## src/rtl/coal_pkg.sv

```systemverilog
// Shared definitions for the warp coalescer.
// Assumes: nothing beyond a two-state controller.
package coal_pkg;
    typedef enum logic {
        ST_IDLE = 1'b0,
        ST_BUSY = 1'b1
    } coal_state_e;
endpackage

```

## src/rtl/coal_lead_pick.sv

```systemverilog
// Finds the lowest-numbered set bit of the pending-lane vector.
// Assumes: LANES >= 2; lead_idx is meaningless when any_pend is 0.
module coal_lead_pick #(
    parameter int LANES = 32,
    localparam int IDX_W = $clog2(LANES)
) (
    input  logic [LANES-1:0] pend,
    output logic [IDX_W-1:0] lead_idx,
    output logic             any_pend
);
    // Priority scan from the top down, so the lowest set lane wins last.
    always_comb begin
        lead_idx = '0;
        any_pend = 1'b0;
        for (int i = LANES - 1; i >= 0; i--) begin
            if (pend[i]) begin
                lead_idx = IDX_W'(i);
                any_pend = 1'b1;
            end
        end
    end
endmodule

```

## src/rtl/coal_seg_match.sv

```systemverilog
// Marks every pending lane whose address lies in the segment named by tag.
// Assumes: a segment is 2**SEG_BITS bytes, aligned to its own size.
module coal_seg_match #(
    parameter int LANES    = 32,
    parameter int ADDR_W   = 32,
    parameter int SEG_BITS = 7,
    localparam int TAG_W   = ADDR_W - SEG_BITS
) (
    input  logic [LANES-1:0][ADDR_W-1:0] addr,
    input  logic [LANES-1:0]             pend,
    input  logic [TAG_W-1:0]             tag,
    output logic [LANES-1:0]             hit
);
    for (genvar g = 0; g < LANES; g++) begin : g_lane
        // One tag comparator per lane.
        assign hit[g] = pend[g] && (addr[g][ADDR_W-1:SEG_BITS] == tag);
    end
endmodule

```

## src/rtl/warp_coalescer.sv

```systemverilog
// Groups the lane addresses of one warp request into aligned segment
// transactions, one per cycle, on a valid/ready port.
// Assumes: each lane access is one word that does not cross a segment;
// a request is accepted only while idle; the offered transaction depends
// on registered state only, so it stays put under back-pressure.
module warp_coalescer
    import coal_pkg::*;
#(
    parameter int LANES     = 32,
    parameter int ADDR_W    = 32,
    parameter int SEG_BYTES = 128,
    localparam int SEG_BITS = $clog2(SEG_BYTES),
    localparam int TAG_W    = ADDR_W - SEG_BITS,
    localparam int IDX_W    = $clog2(LANES),
    localparam int CNT_W    = $clog2(LANES + 1)
) (
    input  logic                    clk,
    input  logic                    rst_n,
    input  logic                    req_valid,
    output logic                    req_ready,
    input  logic [LANES-1:0]        req_active,
    input  logic [LANES*ADDR_W-1:0] req_addr,
    output logic                    txn_valid,
    input  logic                    txn_ready,
    output logic [ADDR_W-1:0]       txn_base,
    output logic [LANES-1:0]        txn_mask,
    output logic                    done,
    output logic [CNT_W-1:0]        txn_count
);
    coal_state_e                 state_q;
    logic [LANES-1:0]            pend_q;
    logic [LANES-1:0][ADDR_W-1:0] addr_q;
    logic [LANES-1:0][ADDR_W-1:0] req_addr_v;
    logic [CNT_W-1:0]            count_q;
    logic                        done_q;

    logic [IDX_W-1:0]            lead_idx;
    logic                        any_pend;
    logic [TAG_W-1:0]            lead_tag;
    logic [LANES-1:0]            seg_hit;
    logic [LANES-1:0]            pend_nxt;
    logic                        accept;
    logic                        fire;

    // View the flat address bus as one word per lane.
    assign req_addr_v = req_addr;

    coal_lead_pick #(.LANES(LANES)) u_pick (
        .pend     (pend_q),
        .lead_idx (lead_idx),
        .any_pend (any_pend)
    );

    // Segment tag of the leading pending lane.
    assign lead_tag = addr_q[lead_idx][ADDR_W-1:SEG_BITS];

    coal_seg_match #(
        .LANES    (LANES),
        .ADDR_W   (ADDR_W),
        .SEG_BITS (SEG_BITS)
    ) u_match (
        .addr (addr_q),
        .pend (pend_q),
        .tag  (lead_tag),
        .hit  (seg_hit)
    );

    // Handshake and next pending set.
    assign req_ready = (state_q == ST_IDLE);
    assign accept    = req_valid && req_ready;
    assign txn_valid = (state_q == ST_BUSY) && any_pend;
    assign fire      = txn_valid && txn_ready;
    assign pend_nxt  = pend_q & ~seg_hit;

    // Transaction outputs.
    assign txn_base  = {lead_tag, {SEG_BITS{1'b0}}};
    assign txn_mask  = seg_hit;
    assign done      = done_q;
    assign txn_count = count_q;

    // Controller: capture a request, retire one segment per handshake.
    always_ff @(posedge clk) begin
        if (!rst_n) begin
            state_q <= ST_IDLE;
            pend_q  <= '0;
            addr_q  <= '0;
            count_q <= '0;
            done_q  <= 1'b0;
        end else begin
            done_q <= 1'b0;
            if (accept) begin
                addr_q  <= req_addr_v;
                pend_q  <= req_active;
                count_q <= '0;
                if (req_active == '0) begin
                    done_q <= 1'b1;
                end else begin
                    state_q <= ST_BUSY;
                end
            end else if (fire) begin
                pend_q  <= pend_nxt;
                count_q <= count_q + CNT_W'(1);
                if (pend_nxt == '0) begin
                    state_q <= ST_IDLE;
                    done_q  <= 1'b1;
                end
            end
        end
    end
endmodule

```

## config.mk

```make
export PLATFORM = sky130hd
export DESIGN_NAME = warp_coalescer
export DESIGN_NICKNAME = d
export VERILOG_FILES = /design/src/rtl/coal_pkg.sv /design/src/rtl/coal_lead_pick.sv /design/src/rtl/coal_seg_match.sv /design/src/rtl/warp_coalescer.sv
export SDC_FILE = /design/constraint.sdc
export NUM_CORES = 2
export LEC_CHECK = 0
export BUFFER_PORTS_ARGS = -buffer_cell sky130_fd_sc_hd__buf_2
export CORE_AREA = 10 10 437 439
export CTS_CLUSTER_DIAMETER = 100
export DETAILED_ROUTE_END_ITERATION = 10
export DIE_AREA = 0 0 447 449
export HOLD_SLACK_MARGIN = 0.06
export PLACE_DENSITY = 0.53
export RECOVER_POWER = 50
export SETUP_SLACK_MARGIN = 0.3
export SLEW_MARGIN = 20
export SYNTH_ARGS = -nofsm -noshare
export SYNTH_HDL_FRONTEND = slang
export SYNTH_SLANG_ARGS = --single-unit
```

## constraint.sdc

```tcl
create_clock -name clk -period 15.6 [get_ports clk]
set_input_delay 4.68 -clock clk [delete_from_list [all_inputs] [get_ports clk]]
set_output_delay 4.68 -clock clk [all_outputs]
set_load 0.02 [all_outputs]
```

# [Word level (Yosys, flattened, before mapping)]
# Index checks and enable logic that the tools add are counted.
[totals] register_bits=1064 latch_bits=0 ram_bits=0 romBits=0 inputBits=1060 out_inout_bits=73 word_cells=192 mem_count=0
[classes] addsub=1 multipliers=0 div_mod_pow=0 magnitude_cmp=1 n_eq_ne=33 shift=0 mux=76 bitwise=4 n_reduce_logical=41
[ops] cell="equality test 25 bit" n=32
[ops] cell="binary-select mux 32 bit (select 5 bit)" n=1
[ops] cell="2-to-1 mux 5 bit" n=32
[ops] cell="2-to-1 mux 32 bit" n=3
[ops] cell="zero test 32 bit" n=2
[ops] cell="2-to-1 mux 1 bit" n=40
[ops] cell="logical AND 1 bit" n=35
[ops] cell="AND 32 bit" n=1
[ops] cell="inverter 32 bit" n=1
[ops] cell="adder 6 x 1 -> 6 bit (second input constant)" n=1
[ops] cell="less-than comparator 5 x 6 -> 1 bit (second input constant)" n=1
[ops] cell="nonzero test 2 bit" n=2
[ops] cell="AND reduction 3 bit" n=1
[ops] cell="inequality test 2 bit (second input constant)" n=1
[ops] cell="inverter 1 bit" n=2
[ops] cell="OR reduction 2 bit" n=1

# [Logic depth before layout (Yosys ltp)]
[depth] depth_word=42 ltp_mapped=24 depth_no_buf=17

# [Cells and area by module]
# From an unflattened synthesis, not the netlist that was laid out.
[unflattened] hier_cells=6504 area_unflattened_um2=56167.6
[modules_own_cells] mod="warp_coalescer" n_inst=1 cells_per_inst=5251 area_per_inst_um2=45949.1 seq_area_each_um2=21300.4
[modules_own_cells] mod="coal_seg_match" n_inst=1 cells_per_inst=1188 area_per_inst_um2=9848.2 seq_area_each_um2=0.0
[modules_own_cells] mod="coal_lead_pick" n_inst=1 cells_per_inst=65 area_per_inst_um2=370.4 seq_area_each_um2=0.0

# [Worst setup path before layout]
# Ideal clock, no wire load.
[synth_path] kind="register -> output" from="register pend_q[26]" to="output txn_mask[13]" t_arrival_ns=4.634 required_time_ns=10.920 path_slack_ns=6.286 path_stages_with_launch=18 n_path_buf=4 path_cell_list="dfxtp_1 -> inv_2 -> a2111oi_2 -> a21oi_1 -> o311a_4 -> nor2_8 -> buf_12 -> buf_12 -> mux4_2 -> a22o_1 -> nor4b_4 -> clkbuf_1 -> buf_2 -> a21oi_1 -> nor4_1 -> nand4_1 -> or3_1 -> nor3_1"
[synth_between] elab_chain_cells=31
[synth_rtl] element="start: declaration" line_no="warp_coalescer.sv:31" text="logic [LANES-1:0] pend_q;"
[synth_rtl] element="start signal: assignment" line_no="warp_coalescer.sv:93" text="pend_q <= req_active;"
[synth_rtl] element="start signal: assignment" line_no="warp_coalescer.sv:101" text="pend_q <= pend_nxt;"
[synth_rtl] element="2-to-1 mux 5 bit (27 in series)" line_no="coal_lead_pick.sv:16" text="if (pend[i]) begin"
[synth_rtl] element="binary-select mux 32 bit (select 5 bit)" line_no="warp_coalescer.sv:55" text="assign lead_tag = addr_q[lead_idx][ADDR_W-1:SEG_BITS];"
[synth_rtl] element="2-to-1 mux 32 bit (not written as such)" line_no="warp_coalescer.sv:55"
[synth_rtl] element="equality test 25 bit" line_no="coal_seg_match.sv:16" text="assign hit[g] = pend[g] && (addr[g][ADDR_W-1:SEG_BITS] == tag);"
[synth_rtl] element="logical AND 1 bit" line_no="coal_seg_match.sv:16"
[synth_rtl] element="end: declaration" line_no="warp_coalescer.sv:26" text="output logic [LANES-1:0] txn_mask,"
# Every way passes these cells. The select of a mux whose other input is x is not followed.

# [Final worst setup path]
[layout_path] from="register pend_q[8]" to="output txn_mask[29]"
[layout_between] elab_chain_cells=13
[layout_rtl] element="2-to-1 mux 5 bit (9 in series)" line_no="coal_lead_pick.sv:16"
[layout_rtl] element="binary-select mux 32 bit (select 5 bit)" line_no="warp_coalescer.sv:55"
[layout_rtl] element="2-to-1 mux 32 bit (not written as such)" line_no="warp_coalescer.sv:55"
[layout_rtl] element="equality test 25 bit" line_no="coal_seg_match.sv:16"
[layout_rtl] element="logical AND 1 bit" line_no="coal_seg_match.sv:16"
# Every way passes these cells. The select of a mux whose other input is x is not followed.

==> impl_metrics.csv <==
group,metric,value,unit
synthesis,synth_area_leaders,"dfxtp_1, nand2_1, a21boi_0",
routing,vias_per_cell,5.75,
synthesis,ys_ff_latch,840,
global_route,grt_pass1_vias,51616,
worst_setup_path,startpoint_type,"flop",
pwr,p_leak,24.2,nW
global_route,gr-usage-all-layers,32.2,%
timing,report.final.slew_viol_count,495,
finish,stdcell_count,9570,
routing,post_drt_wl_per_cell,35.7,um
cts,cts_inserted_buffers,96,
placement,io_buffer_count,901,
timing,slew_headroom,-412,%
timing,skew,0.0437,ns
cts,cts_root_buf,"clkbuf_16",
routing,highest_layer,"met5",
finish,syn_to_final_growth,19.3,%
cts,postCtsSetupBuffers,0,
pwr,powerDensity,143,nW/um^2
pwr,p_sw_share,45.0,%
finish,fillers,19607,
placement,dp_hpwl,268000,um
synthesis,yosys_most_used_dff,"dfxtp_1",
synthesis,ys_types,107,
run_status,status,"complete, but fails checks",
pwr,pwr-share-clk,28.0,%
synthesis,synth_edf_count,0,
routing,wl_met1,140000,um
timing,max_slew.worst_pin.slew,7.68,ns
worst_setup_path,worstSetupPathType,"flop to output port",
floorplan,die-area,201000,um^2
worst_setup_path,cp-end-kind,"output port",
run,maxCapViolations,5,
pwr,sequentialPowerShare,29.2,%
routing,routed_wl,342000,um
finish,drive_above_1_share,19.2,%
routing,drtAntennaViolNets,0,
pwr,power.switching,3.86,mW
synthesis,synthArstFlopShare,0,%
finish,nNetsFinal,8143,
floorplan,die_y,449,um
timing,period_needed,13.78,ns
synthesis,synthTopCellsByCount,"nand2_1, dfxtp_1, a21boi_0",
worst_setup_path,arrival,9.10,ns
routing,dr.pass1.iters,7,
pwr,power.total,8.58,mW
cts,clock_latency,0.80,ns
hold_path,hp-class,"flop to flop",
worst_setup_path,crit_fanout,59,
global_route,grt-ovfl-total,0,
floorplan,start_util,27.6,%
pwr,intPower,4.72,mW
timing,period_share,88.3,%
run_status,violations,"max-capacitance violations, max-slew violations",
cts,tritoncts,"done",
cts,cts_hold_buf,0,
floorplan,row_count,157,
synthesis,synth_area,50400,um^2
synthesis,yosysWarnings,0,
synthesis,avgSynthCellArea,7.75,um^2
routing,routed-via-count,55007,
cts,clock_path_buffers,3,
cts,h-tree-depth,3,
placement,finalWeightedCongestion,0.997,
pwr,ir_drop,0.0958,mV
floorplan,coreArea,182000,um^2
cts,clock_sinks,840,
global_route,antenna_found_initial,55,
timing,rsz0062_at_grt,"false",
global_route,grt_pass1_wl,450000,um
routing,drt-initial-drc-count,7690,
synthesis,yosysSeqAreaShare,33.4,%
routing,wl_met3,33000,um
pwr,share_comb_of_total_power,42.8,%
timing,hold_viol,0,
finish,register_area,16800,um^2
floorplan,ioPinCount,1133,
finish,multi_input_area,31000,um^2
routing,drcViolationCount,0,
floorplan,fp.dieW,447,um
synthesis,synth_top_cell_by_area,"dfxtp_1",
worst_setup_path,crit_required,10.92,ns
timing,setup_tns,0,ns
cts,post_cts_resized,0,
synthesis,synth_top_area_share,33.4,%
synthesis,synthCells,6500,
timing,setup_viol,0,
synthesis,synth_most_common_cell,"nand2_1",
global_route,grt_max_degree,210,
cts,clk_pin_slew_worst_paths,0.06,ns
routing,wl_met2,142000,um
timing,max_freq,0.0726,GHz
placement,dpl.cell_count,9369,
power groups by stage:
| stage | Clock (mW) | Combinational (mW) | Sequential [mW] |
|---|---|---|---|
| global route | 2.51 | 3.75 | 2.50 |
| finish | 2.40 | 3.68 | 2.51 |
| floorplan | 0 | 2.10 | 2.40 |
| CTS | 2.43 | 3.52 | 2.49 |
| global placement | 0 | 3.50 | 2.54 |
| detailed placement | 0 | 3.51 | 2.54 |
cells by family after synthesis:
kind of cell / Yosys count / synth area share [%]
compound gates: 1631 / 22.9
xor+xnor: 510 / 8.86
fa+ha+maj: 1 / 0.0248
buf+inv: 627 / 5.80
flops: 840 / 33.4
mux: 139 / 3.96
other cells: 1 / 0.00744
simple gates: 2751 / 25.1
worst max-delay path: stages (launching register included):
cell and delay (ns):
dfxtp_1 0.43, nor4_1 1.09, a21boi_2 0.40, a21oi_2 0.20
nor2_4 0.35, buf_4 0.48, buf_4 0.79, a21oi_1 0.15
a221oi_1 0.60, a31o_1 0.49, a2111o_1 0.32, nor2_4 0.17
inv_4 0.55, xnor2_1 0.19, nand4_1 0.12, nor4_1 0.91
and4_1 0.52, and2_1 0.18, buf_2 0.23
final cells by class:
class / count / share of cell area, %
inverter: 54 / 0.341
timing repair buffer: 1051 / 9.58
antenna: 23 / 0.0957
clock buffer: 133 / 4.59
sequential: 840 / 28.0
tap: 2385 / 4.96
clock inverter: 45 / 0.890
multi-input combinational: 5039 / 51.6
per-layer routing:
| layer | GRT usage (%) | vias up |
|---|---|---|
| met3 | 8.50 | 923 |
| met4 | 20.1 | 44 |
| met5 | 0 | - |
| li1 | - | 23804 |
| met1 | 41.3 | 26818 |
| met2 | 47.7 | 3418 |
per-stage QoR:
stage / hold slack [ns] / setup WS [ns] / cell area (um^2) / utilization [%]
final: 0.468 / 1.82 / 60100 / 33.0
after global routing: 0.488 / 1.34 / 60100 / 33.0
after CTS: 0.473 / 2.20 / 60100 / 33.0
after detailed placement: 0.464 / 3.09 / 56800 / 31.2
after global placement: 0.460 / 3.14 / 56800 / 31.2
after floorplan: 0.441 / 6.29 / 50400 / -
state kept, by name (all words and copies together) (netlist names):
register and flops:
addr_q 800, pend_q 32, txn_count 6, done 1
state_q 1
final timing paths:
kind / depth (start not counted) / end / startpoint / slack [ns]
worst max-delay path: 18 / txn_mask[29] / pend_q[8]$_SDFFE_PN0P_ / 1.82
worst min-delay path: 2 / addr_q[14]$_SDFFE_PN0P_ / addr_q[14]$_SDFFE_PN0P_ / 0.47
worst max register to register: 6 / addr_q[948]$_SDFFE_PN0P_ / state_q$_SDFFE_PN0P_ / 5.50
worst min register to register: 2 / addr_q[14]$_SDFFE_PN0P_ / addr_q[14]$_SDFFE_PN0P_ / 0.47
cell usage in the layout, fill, tap and decap left out, drive strengths merged, types with 55 or more instances in the layout:
cell type,n
nand2,1822
buf,1037
dfxtp,840
a21boi,834
a21oi,347
xor2,345
and3,242
nor4,166
xnor2,165
nand3,161
clkbuf,146
nand4,117
o21ai,103
mux2i,78
inv,62
nor3,56
nor2,55
No activity file was read; power rests on OpenSTA's default activity.
